$ cat src/rtl/vag_pkg.sv
package vag_pkg;

  typedef enum logic [2:0] {
    BK_RAM0 = 3'd0,
    BK_RAM1 = 3'd1,
    BK_EXT  = 3'd2,
    BK_WIN  = 3'd3,
    BK_FIL  = 3'd4,
    BK_REG  = 3'd5
  } bank_e;

  typedef struct packed {
    logic [1:0] fil_form;
    logic [1:0] ext_form;
    logic [1:0] r0_form;
    logic [1:0] r1_form;
    bank_e      dst;
    bank_e      src_a;
    bank_e      src_b;
  } vdec_t;

  localparam logic [2:0] VEC_CLASS = 3'b011;
  localparam int         NUM_PTR   = 4;

endpackage

$ cat src/rtl/vag_decode.sv
module vag_decode
  import vag_pkg::*;
(
  input  logic [23:0] instr,
  output logic        is_vec,
  output logic        src_a_bad,
  output vdec_t       dec
);

  always_comb begin
    is_vec       = (instr[18:16] == VEC_CLASS);
    dec.fil_form = instr[13:12];
    dec.ext_form = instr[11:10];
    dec.r0_form  = instr[9:8];
    dec.r1_form  = instr[7:6];

    case (instr[5:4])
      2'd0:    dec.dst = BK_RAM0;
      2'd1:    dec.dst = BK_RAM1;
      2'd2:    dec.dst = BK_EXT;
      default: dec.dst = BK_REG;
    endcase

    src_a_bad = 1'b0;
    case (instr[3:2])
      2'd0: dec.src_a = BK_RAM0;
      2'd1: dec.src_a = BK_RAM1;
      2'd2: dec.src_a = BK_EXT;
      default: begin
        dec.src_a = BK_RAM0;
        src_a_bad = 1'b1;
      end
    endcase

    case (instr[1:0])
      2'd0:    dec.src_b = BK_RAM0;
      2'd1:    dec.src_b = BK_RAM1;
      2'd2:    dec.src_b = BK_WIN;
      default: dec.src_b = BK_FIL;
    endcase
  end

  logic [7:0] unused_op;
  assign unused_op = {instr[23:19], instr[15:14], 1'b0};

endmodule

$ cat src/rtl/vag_ptr.sv
module vag_ptr #(
  parameter int ADDR_W = 9,
  parameter int AUX_W  = 8,
  parameter bit BASED  = 1'b1
) (
  input  logic [1:0]        form,
  input  logic [ADDR_W-1:0] base,
  input  logic [AUX_W-1:0]  aux0,
  input  logic [AUX_W-1:0]  aux1,
  input  logic [ADDR_W-1:0] idx,
  output logic [ADDR_W-1:0] addr
);

  logic [ADDR_W-1:0] a0, a1, off;

  assign a0 = ADDR_W'(aux0);
  assign a1 = ADDR_W'(aux1);

  generate
    if (BASED) begin : g_based
      always_comb begin
        case (form)
          2'd0:    off = base;
          2'd1:    off = base + a0;
          2'd2:    off = base + a1;
          default: off = base - a0;
        endcase
      end
    end else begin : g_aux
      logic unused_base;
      assign unused_base = ^base;
      always_comb begin
        case (form)
          2'd0:    off = a0;
          2'd1:    off = a1;
          2'd2:    off = a0 + a1;
          default: off = a1 - a0;
        endcase
      end
    end
  endgenerate

  assign addr = off + idx;

endmodule

$ cat src/rtl/vag_seq.sv
module vag_seq #(
  parameter int CNT_W = 9
) (
  input  logic             clk,
  input  logic             rst_n,
  input  logic             accept,
  input  logic             reject,
  input  logic [CNT_W-1:0] last_idx,
  output logic             busy,
  output logic [CNT_W-1:0] idx,
  output logic             done,
  output logic             illegal
);

  logic             busy_n, done_n, ill_n;
  logic [CNT_W-1:0] idx_n;

  always_comb begin
    busy_n = busy;
    idx_n  = idx;
    done_n = 1'b0;
    ill_n  = reject;
    if (accept) begin
      busy_n = 1'b1;
      idx_n  = '0;
    end else if (busy) begin
      if (idx == last_idx) begin
        busy_n = 1'b0;
        done_n = 1'b1;
        idx_n  = '0;
      end else begin
        idx_n = idx + 1'b1;
      end
    end
  end

  always_ff @(posedge clk or negedge rst_n) begin
    if (!rst_n) begin
      busy    <= 1'b0;
      idx     <= '0;
      done    <= 1'b0;
      illegal <= 1'b0;
    end else begin
      busy    <= busy_n;
      idx     <= idx_n;
      done    <= done_n;
      illegal <= ill_n;
    end
  end

endmodule

$ cat src/rtl/vag_addr_gen.sv
module vag_addr_gen
  import vag_pkg::*;
#(
  parameter int ADDR_W   = 9,
  parameter int AUX_W    = 8,
  parameter int MAX_ELEM = 512,
  parameter int CNT_W    = $clog2(MAX_ELEM)
) (
  input  logic              clk,
  input  logic              rst_n,
  input  logic              start,
  input  logic [23:0]       instr,
  input  logic [AUX_W-1:0]  aux0,
  input  logic [AUX_W-1:0]  aux1,
  input  logic [ADDR_W-1:0] fil_base,
  input  logic [ADDR_W-1:0] ext_base,
  input  logic [CNT_W-1:0]  len_m1,
  output logic [ADDR_W-1:0] fil_addr,
  output logic [ADDR_W-1:0] ext_addr,
  output logic [ADDR_W-1:0] ram0_addr,
  output logic [ADDR_W-1:0] ram1_addr,
  output logic [ADDR_W-1:0] win_addr,
  output logic [2:0]        dst_bank,
  output logic [2:0]        src_a_bank,
  output logic [2:0]        src_b_bank,
  output logic              elem_valid,
  output logic              done,
  output logic              illegal
);

  logic        is_vec, src_a_bad;
  vdec_t       dec, dec_q;
  logic        busy, accept, reject;
  logic [CNT_W-1:0]  idx, last_q;
  logic [AUX_W-1:0]  aux0_q, aux1_q;
  logic [ADDR_W-1:0] fb_q, eb_q, idx_a;

  vag_decode u_dec (
    .instr     (instr),
    .is_vec    (is_vec),
    .src_a_bad (src_a_bad),
    .dec       (dec)
  );

  assign accept = start & ~busy & is_vec & ~src_a_bad;
  assign reject = start & ~busy & is_vec &  src_a_bad;

  // operand snapshot, enabled by accept
  always_ff @(posedge clk or negedge rst_n) begin
    if (!rst_n) begin
      dec_q  <= '0;
      aux0_q <= '0;
      aux1_q <= '0;
      fb_q   <= '0;
      eb_q   <= '0;
      last_q <= '0;
    end else if (accept) begin
      dec_q  <= dec;
      aux0_q <= aux0;
      aux1_q <= aux1;
      fb_q   <= fil_base;
      eb_q   <= ext_base;
      last_q <= len_m1;
    end
  end

  vag_seq #(.CNT_W(CNT_W)) u_seq (
    .clk      (clk),
    .rst_n    (rst_n),
    .accept   (accept),
    .reject   (reject),
    .last_idx (last_q),
    .busy     (busy),
    .idx      (idx),
    .done     (done),
    .illegal  (illegal)
  );

  assign idx_a = ADDR_W'(idx);

  logic [1:0]        form_arr [NUM_PTR];
  logic [ADDR_W-1:0] base_arr [NUM_PTR];
  logic [ADDR_W-1:0] addr_arr [NUM_PTR];

  assign form_arr[0] = dec_q.fil_form;
  assign form_arr[1] = dec_q.ext_form;
  assign form_arr[2] = dec_q.r0_form;
  assign form_arr[3] = dec_q.r1_form;
  assign base_arr[0] = fb_q;
  assign base_arr[1] = eb_q;
  assign base_arr[2] = '0;
  assign base_arr[3] = '0;

  generate
    for (genvar gi = 0; gi < NUM_PTR; gi++) begin : g_ptr
      vag_ptr #(
        .ADDR_W (ADDR_W),
        .AUX_W  (AUX_W),
        .BASED  (gi < 2)
      ) u_ptr (
        .form (form_arr[gi]),
        .base (base_arr[gi]),
        .aux0 (aux0_q),
        .aux1 (aux1_q),
        .idx  (idx_a),
        .addr (addr_arr[gi])
      );
    end
  endgenerate

  assign elem_valid = busy;
  assign fil_addr   = busy ? addr_arr[0] : '0;
  assign ext_addr   = busy ? addr_arr[1] : '0;
  assign ram0_addr  = busy ? addr_arr[2] : '0;
  assign ram1_addr  = busy ? addr_arr[3] : '0;
  assign win_addr   = busy ? idx_a       : '0;
  assign dst_bank   = busy ? dec_q.dst   : BK_RAM0;
  assign src_a_bank = busy ? dec_q.src_a : BK_RAM0;
  assign src_b_bank = busy ? dec_q.src_b : BK_RAM0;

endmodule

$ cat config.mk
export PLATFORM = sky130hd
export DESIGN_NAME = vag_addr_gen
export DESIGN_NICKNAME = d
export VERILOG_FILES = /design/src/rtl/vag_pkg.sv /design/src/rtl/vag_decode.sv /design/src/rtl/vag_ptr.sv /design/src/rtl/vag_seq.sv /design/src/rtl/vag_addr_gen.sv
export SDC_FILE = /design/constraint.sdc
export NUM_CORES = 1
export LEC_CHECK = 0
export BUFFER_PORTS_ARGS = -buffer_cell sky130_fd_sc_hd__buf_2
export CAP_MARGIN = 20
export CORE_MARGIN = 5
export CORE_UTILIZATION = 55
export CTS_CLUSTER_DIAMETER = 50
export DETAILED_ROUTE_END_ITERATION = 6
export GPL_TIMING_DRIVEN = 0
export PLACE_DENSITY_LB_ADDON = 0.3
export SLEW_MARGIN = 0
export SYNTH_ARGS = -nofsm -noshare
export SYNTH_HDL_FRONTEND = slang
export SYNTH_SLANG_ARGS = --single-unit
$ cat constraint.sdc
create_clock -name clk -period 6.4 [get_ports clk]
set_clock_uncertainty 0.2 [all_clocks]
set_input_delay 1.6 -clock clk [delete_from_list [all_inputs] [get_ports clk]]
set_output_delay 1.6 -clock clk [all_outputs]
set_load 0.03 [all_outputs]
After elaboration in Yosys (flattened, before gate mapping)
Index checks and enable logic that the tools add are counted.
Word-level totals
  register bits: 72
  bits in latches: 0
  RAM bits: 0
  ROM bits: 0
  input port bits: 70
  output and inout port bits: 57
  word-level logic and storage cells: 84
  memories: 0
Operators by class
  add/sub/neg operators: 13
  $mul: 0
  divide/modulo/power cells: 0
  order comparisons: 0
  equal/unequal tests: 16
  shift-type cells: 0
  mux-type cells: 25
  bitwise gates (word level): 5
  reductions and logical operators: 9
Operators with widths (number)
  one-hot mux 9 bit (3 select lines): 4
  two-way mux 9 bit: 8
  adder 9 x 8 -> 9 bit: 4
  adder 9 bit: 4
  one-hot mux 3 bit (3 select lines): 2
  subtractor 9 x 8 -> 9 bit: 2
  == test 2 x 1 -> 1 bit (second input constant): 7
  == test 2 bit (second input constant): 7
  logical NOT 2 bit: 7
  adder 8 x 8 -> 9 bit: 1
  adder 9 x 1 -> 9 bit (second input constant): 1
  == test 9 bit: 1
  two-way mux 3 bit: 3
  subtractor 8 x 8 -> 9 bit: 1
  two-way mux 1 bit: 7
  bitwise AND 1 bit: 4
  one-hot mux 2 bit (2 select lines): 1
  == test 3 x 2 -> 1 bit (second input constant): 1
  OR reduction 3 bit: 1
  nonzero test 2 bit: 1
  NOT 1 bit: 1

Longest topological paths before layout
Gate-level depths: netlist of the first run.
  depth after elaboration: 5
  depth in mapped cells: 23
  gate-level depth less buffers: 21

Modules after synthesis
A second synthesis of the first run with hierarchy kept.
Unflattened totals
  cells, all modules: 820
  area, all modules: 7827.5 µm²
By module, submodules not included
  vag_addr_gen: instances 1, cells an instance 190, area each 2917.8 µm², seq. area each 1501.4 µm²
  vag_ptr (g_ptr[0].u_ptr): instances 1, cells an instance 140, area each 1056.0 µm², seq. area each 0.0 µm²
  vag_ptr (g_ptr[1].u_ptr): instances 1, cells an instance 141, area each 1051.0 µm², seq. area each 0.0 µm²
  vag_ptr (g_ptr[2].u_ptr): instances 1, cells an instance 133, area each 1014.7 µm², seq. area each 0.0 µm²
  vag_ptr (g_ptr[3].u_ptr): instances 1, cells an instance 131, area each 973.4 µm², seq. area each 0.0 µm²
  vag_seq: instances 1, cells an instance 64, area each 663.1 µm², seq. area each 300.3 µm²
  vag_decode: instances 1, cells an instance 21, area each 151.4 µm², seq. area each 0.0 µm²

Least setup slack after synthesis of the first run
No wires, ideal clock.
  path kind: flip-flop to output port
  start: reg dec_q[15] (netlist bit)
  end: out fil_addr[8]
  data arrival time: 3.959 ns
  required time: 4.600 ns
  slack: 0.641 ns
  stages on the path, launching flop included: 20
  buffers on the path: 2
  cells stage by stage: dfrtp_1 -> inv_1 -> ha_1 -> clkbuf_1 -> clkbuf_1 -> nor3_1 -> a221o_1 -> ha_1 -> a21oi_1 -> a21boi_0 -> o21ai_0 -> a21oi_1 -> xor2_1 -> mux2_2 -> ha_1 -> o21ai_0 -> nand2b_1 -> and3_1 -> o211ai_1 -> nor3b_2
Between the ends
  longest elaborated chain between the ends: 4
  elaborated cells on any way between the ends: 6
  those cells by class: 1 x add/sub; 2 x eq/ne; 2 x mux; 1 x reduce/logical
Ends and longest elaborated chain
  from (decl): line vag_addr_gen.sv:32  | vdec_t dec, dec_q;
  from (signal assigned): line vag_addr_gen.sv:51  | dec_q <= '0;
  from (signal assigned): line vag_addr_gen.sv:58  | dec_q <= dec;
  == test 2 bit (tied with other cells): line vag_ptr.sv:22  | case (form)
  one-hot mux 9 bit (3 select lines) (*): line vag_ptr.sv:22
  adder 9 bit (*): line vag_ptr.sv:43  | assign addr = off + idx;
  two-way mux 9 bit (*): line vag_addr_gen.sv:112  | assign fil_addr = busy ? addr_arr[0] : '0;
  to (decl): line vag_addr_gen.sv:18  | output logic [ADDR_W-1:0] fil_addr,
Every way passes the cells marked *; elsewhere a longest branch is shown, timed or not.

Worst setup path in the final report of the first run
  start: reg aux0_q[2]
  end: out ram1_addr[8]
Between the ends
  longest elaborated chain between the ends: 4
  elaborated cells on any way between the ends: 5
  those cells by class: 3 x add/sub; 2 x mux
Ends and longest elaborated chain
  from (decl): line vag_addr_gen.sv:35  | logic [AUX_W-1:0] aux0_q, aux1_q;
  from (signal assigned): line vag_addr_gen.sv:59  | aux0_q <= aux0;
  subtractor 8 x 8 -> 9 bit or adder 8 x 8 -> 9 bit (tied branches): line vag_ptr.sv:37, vag_ptr.sv:36
  one-hot mux 9 bit (3 select lines) (*): line vag_ptr.sv:33  | case (form)
  adder 9 bit (*): line vag_ptr.sv:43
  two-way mux 9 bit (*): line vag_addr_gen.sv:115  | assign ram1_addr = busy ? addr_arr[3] : '0;
  to (decl): line vag_addr_gen.sv:21  | output logic [ADDR_W-1:0] ram1_addr,
Marked as above.

==> run metrics, run 1 <==
outcome=finished, final reports clean; Yosys top cell by area=dfrtp_1; Avg Vias per Cell=5.615; final hold violations=0; Max Buffers Root-to-Sink=2; slowest CP cell=mux4_1; Worst-Margin Slew=0.9017 ns; most frequent CP cell=buf_2; async set or reset register ratio after synthesis=100.0%; First-pass DRT Iterations=5; Clock Sinks=71; Congestion Overflow GR=0; Avg Cell Area, Syn=7.852 µm²; Synth top cells by count=nand2_1, nor2_1, ha_1; area delta synth->final=19.03%; Hold/Removal Path Class=reg -> reg; Gate Count Post-Synth=900; largest net degree at the start of global routing=72; crit path time final=6.173 ns; Initial Utilization=56.00%; die width=123.4 µm; Max Freq=162.0 MHz; routed wire length per instance=17.48 µm; Hold Buf Count CTS=0; total wire length=21.13 mm; Inserted Clock Buffers=9; Worst R2R Start=u_seq.idx[6]; Post-DRT Antenna Nets=0; final slew viol count=0; GRT Overall Usage=28.40%; die height=123.4 µm; clock tree from TritonCTS=done; worst-path fanout max=9; flop and latch count out of synthesis=71; Post-Syn Area=0.007067 mm²; Critical Path Sink=ram1_addr[8]; sequential share of the synthesized area=25.14%; Syn Nets=1,054; I/O Buffers=118; Final Non-Filler Cells=1,209; row count=41; H-tree levels=3; CP Cell Sequence=buf_2 > inv_1 > ha_1 > buf_2 > a21oi_2 > o311ai_2 > a21oi_1 > xnor2_1 > mux4_1 > ha_1 > or3_1 > o221a_2 > o21a_1 > nor3_1 > buf_2; Synth Flop Type=dfrtp_1; r2r endpoint=u_seq.idx[4]; worst rel slew slack=39.89%; Final period util=96.46%; vias in the first global route=6,406; layout cell share with drive strength beyond 1=21.12%; R2R cell count=7; Worst Hold Launch=dec_q[0]; max cap viols=0; startpoint types=register; Initial DRC Count=688; Synth top area share=25.14%; Ys Warns=0; placed insts=1,190; NumNets Final=1,186; clk root buf=clkbuf_16; top-count cell post-synth=nand2_1; Post-synth EDFFs=0; wire length of the first global-routing pass=32.84 mm; r2r setup slk=4.02 ns; worst-skew pair later-pin latency=0.36 ns; antenna violations before repair=0; Slowest Stage Delay on Critical Path=0.54 ns; via count=6,788; die area=0.01522 mm²; CP required=4.60 ns; Cell variety after synth=64; kind of end point of the critical path=output port; Arr. time, crit path=4.37 ns; core area=0.01262 mm²; DRC viols=0; critical path class=reg -> out; GPL Wtd Cong=0.9417; antenna diode count=0; Reg clk slew, reported paths=0.06 ns; Synth area leaders=dfrtp_1, ha_1, nand2_1; start point of the critical path=aux0_q[2]; I/O pin cnt=127; hpwl dp=16.16 mm; Final Setup Violations=0
==> flip-flops by register name, summed over array words and instances, names as in the netlist <==
register,cells
fb_q,9
u_seq.illegal,1
dec_q,16
u_seq.idx,9
aux0_q,8
last_q,9
u_seq.busy,1
u_seq.done,1
eb_q,9
aux1_q,8
==> worst min-delay path by stage <==
stage,end,depth (start not counted),slack [ns]
floorplan,dec_q[6],2,0.24
global placement,dec_q[2],2,0.25
detailed placement,dec_q[1],2,0.27
CTS,dec_q[0],2,0.28
global route,dec_q[1],2,0.31
finish,dec_q[0],2,0.29
==> repair_timing <==
action / CTS / global route
pin swaps: 0 / 12
endpoints found under the setup margin: 5 / 7
setup buffers: 0 / 5
gates resized for setup: 10 / 54
hold endpoints to repair: 0 / 0
==> logic make-up (layout without fill, tap and decap cells) <==
logic type | after synthesis | count (layout) | synth area share [%]
flip-flops | 71 | 71 | 25.14
adder cells (fa/ha/maj) | 84 | 84 | 15.72
buffers and inverters | 91 | 228 | 5.347
AND/OR/NAND/NOR | 388 | 388 | 24.98
AO/OA/AOI/OAI | 198 | 198 | 18.52
multiplexers | 20 | 20 | 4.409
XOR/XNOR | 47 | 47 | 5.825
other | 1 | 1 | 0.05307
==> stage by stage <==
step	util, %	cell area (µm²)	setup slack (ns)	hold slack [ns]	TNS [ns]
2_1_floorplan	-	7067	0.6410	0.2380	0
3_3_place_gp	62.38	7873	0.06939	0.2531	0
3_5_place_dp	62.40	7875	0.05743	0.2697	0
4_1_cts	64.93	8194	-0.008467	0.2836	-0.008467
5_1_grt	66.66	8412	-0.02814	0.3054	-0.05197
6_report	66.66	8412	0.2268	0.2856	0
==> placed cells by master (no fill, tap or decap), types with 29 or more instances in the layout <==
master and n:
nand2_1 177, nor2_1 82, inv_1 38, a21oi_1 33
o21ai_0 58, xnor2_1 29, nor3_1 30, ha_1 70
dfrtp_1 70, buf_2 133
==> critical path, delay by kind of cell (launching register included) <==
| kind | cells | cell delay (ns) |
|---|---|---|
| mux | 1 | 0.54 |
| simple gates | 2 | 0.60 |
| xor+xnor | 1 | 0.16 |
| compound gates | 5 | 0.98 |
| fa+ha+maj | 2 | 0.56 |
| buf+inv | 4 | 0.83 |
| flops | 1 | 0.34 |
==> area by class of cell <==
class,count,area (µm²)
multi-input combinational,738,5079
fill,1158,4208
sequential,71,1778
timing repair buffer,123,639.4
clock buffer,11,232.7
buffer,45,215.2
tap,172,215.2
inverter,44,170.2
clock inverter,5,82.58
==> metal layers <==
| layer | routed length, µm | vias to the layer above | global-route usage (%) |
|---|---|---|---|
| li1 | - | 3361 | - |
| met1 | 9073 | 3201 | 36.68 |
| met2 | 10440 | 192 | 48.32 |
| met3 | 1102 | 34 | 4.300 |
| met4 | 517 | 0 | 10.10 |
| met5 | 0 | - | 0 |
Power of run 1 is not shown: default switching activity piles up to over one toggle a cycle in this logic, so the estimate is an artifact.
==> run 2, diff against run 1 <==
--- a/config.mk
+++ b/config.mk
@@ -8,7 +8,7 @@
 export BUFFER_PORTS_ARGS = -buffer_cell sky130_fd_sc_hd__buf_2
 export CAP_MARGIN = 20
 export CORE_MARGIN = 5
-export CORE_UTILIZATION = 55
+export CORE_UTILIZATION = 51
 export CTS_CLUSTER_DIAMETER = 50
 export DETAILED_ROUTE_END_ITERATION = 6
 export GPL_TIMING_DRIVEN = 0
==> run 2 against run 1 <==
Compared with the run above:
- first-iteration DRC count fell by 16%
- register-to-register slack improved by 0.05 ns
- sequential share of layout area rose by 0.21 points
- cell count grew 0.58%
- global-route usage decreased by 2.9 points
- critical path type unchanged
- largest cell class unchanged
==> run metrics, run 2 (synthesis results as in run 1) <==
Reg area=0.001778 mm²; fillers=1,298; Max Buffers Root-to-Sink=2; clk root buf=clkbuf_16; Clock Sinks=71; worst rel slew slack=46.97%; most frequent cells in the layout=nand2_1, buf_2, nor2_1, ha_1, dfrtp_1; wire length of the first global-routing pass=32.83 mm; GRT Overall Usage=25.54%; Multi-input gate area=0.004990 mm²; I/O pin cnt=127; die width=127.7 µm; layout cell share with drive strength beyond 1=19.59%; routed wire length per instance=17.05 µm; Design Area, Final=0.008330 mm²; core area=0.01372 mm²; crit path time final=6.216 ns; Initial DRC Count=580; worst-path fanout max=8; Inserted Clock Buffers=9; GPL Wtd Cong=0.9362; DRC viols=0; RSZ-0062 raised after global routing=true; Arr. time, crit path=4.42 ns; antenna violations before repair=0; r2r setup slk=4.07 ns; largest net degree at the start of global routing=48; clock tree from TritonCTS=done; Congestion Overflow GR=0; setup TNS=0 ns; worst-skew pair later-pin latency=0.35 ns; First-pass DRT Iterations=5; antenna diode count=0; H-tree levels=3; Hold/Removal Path Class=reg -> reg; NumNets Final=1,185; Post-DRT Antenna Nets=0; CP required=4.60 ns; Worst-Margin Slew=0.7954 ns; I/O Buffers=118; Final period util=97.12%; outcome=finished, final reports clean; vias in the first global route=6,393; final slew viol count=0; Max Freq=160.9 MHz; most common cell after layout, fill and taps aside=nand2_1; largest reg by FF count=dec_q; max cap viols=0; Hold Buf Count CTS=0; hpwl dp=16.23 mm; Final Util=60.72%; Reg clk slew, reported paths=0.06 ns; critical path class=reg -> out; row count=43; placed inst area=0.007913 mm²; die height=127.7 µm; Initial Utilization=51.51%; max reg flops=16; WHS=0.2678 ns; Avg Vias per Cell=5.576; area delta synth->final=17.88%; die area=0.01631 mm²; final hold violations=0; Final Setup Violations=0; via count=6,781; total wire length=20.74 mm; startpoint types=register; kind of end point of the critical path=output port
-- run 2: cell count changes in the layout (fill, tap and decap cells not counted), moves of 2 or more --
cell | before | now
a21oi_2 | 8 | 3
clkinvlp_4 | 0 | 2
clkbuf_4 | 2 | 0
clkinv_4 | 2 | 0
fa_1 | 6 | 8
fa_2 | 2 | 0
ha_2 | 2 | 0
ha_1 | 70 | 74
a21oi_1 | 33 | 38
o21ai_2 | 6 | 4
inv_4 | 2 | 0
o21ai_1 | 14 | 17
ha_4 | 4 | 2
-- run 2: worst max-delay path: stages, from the launching register on --
cell and delay, ns:
dfrtp_2 0.49, inv_2 0.16, ha_1 0.26, nor3b_4 0.30
nand2_1 0.11, o21ai_0 0.17, nand2_1 0.06, o311ai_0 0.19
ha_1 0.40, o21a_1 0.12, nor2_1 0.12, a21oi_1 0.07
xor2_1 0.15, mux2_2 0.27, ha_1 0.30, o21ai_0 0.09
nand2b_1 0.09, and3_1 0.20, o211ai_1 0.14, nor3b_2 0.20
buf_4 0.19
-- run 2: layer usage --
layer	part of all wire (%)	GRT usage [%]
met5	0	0
met4	2.0	5.993
met3	6.6	4.458
met2	48	42.18
met1	44	35.14
-- run 2: what timing repair did --
item / in CTS / in global routing
pin swaps: 1 / 5
buffers inserted: 0 / 3
resized for setup: 14 / 26
endpoints found under the setup margin: 7 / 6
-- run 2: path summary, 6_finish.rpt --
check                           startpoint          end  cells past startpoint
min in group asynchronous            rst_n   u_seq.busy                      1
max in group asynchronous            rst_n    aux0_q[1]                      2
worst min-delay path              dec_q[6]     dec_q[6]                      2
worst min register to register    dec_q[6]     dec_q[6]                      2
worst max-delay path             aux0_q[1]  fil_addr[8]                     20
worst max register to register  u_seq.busy    last_q[8]                      8
-- run 2: final cells by class --
cell class | count | area share (%)
inverters | 44 | 1.983
flip-flops and latches | 71 | 21.34
well taps | 180 | 2.704
clock buffers | 10 | 2.749
plain buffers | 45 | 2.523
clock inverters | 6 | 1.021
repair buffers | 122 | 7.780
multi-input cells | 738 | 59.90
-- run 2: metrics by stage --
stage,cells,setup slack (ns)
5_1_grt,1216,-0.04132
3_3_place_gp,1198,0.1210
6_report,1216,0.1843
3_5_place_dp,1199,0.1043
2_1_floorplan,900,0.6410
4_1_cts,1213,-0.005119
Power of run 2 is left out for the same reason.
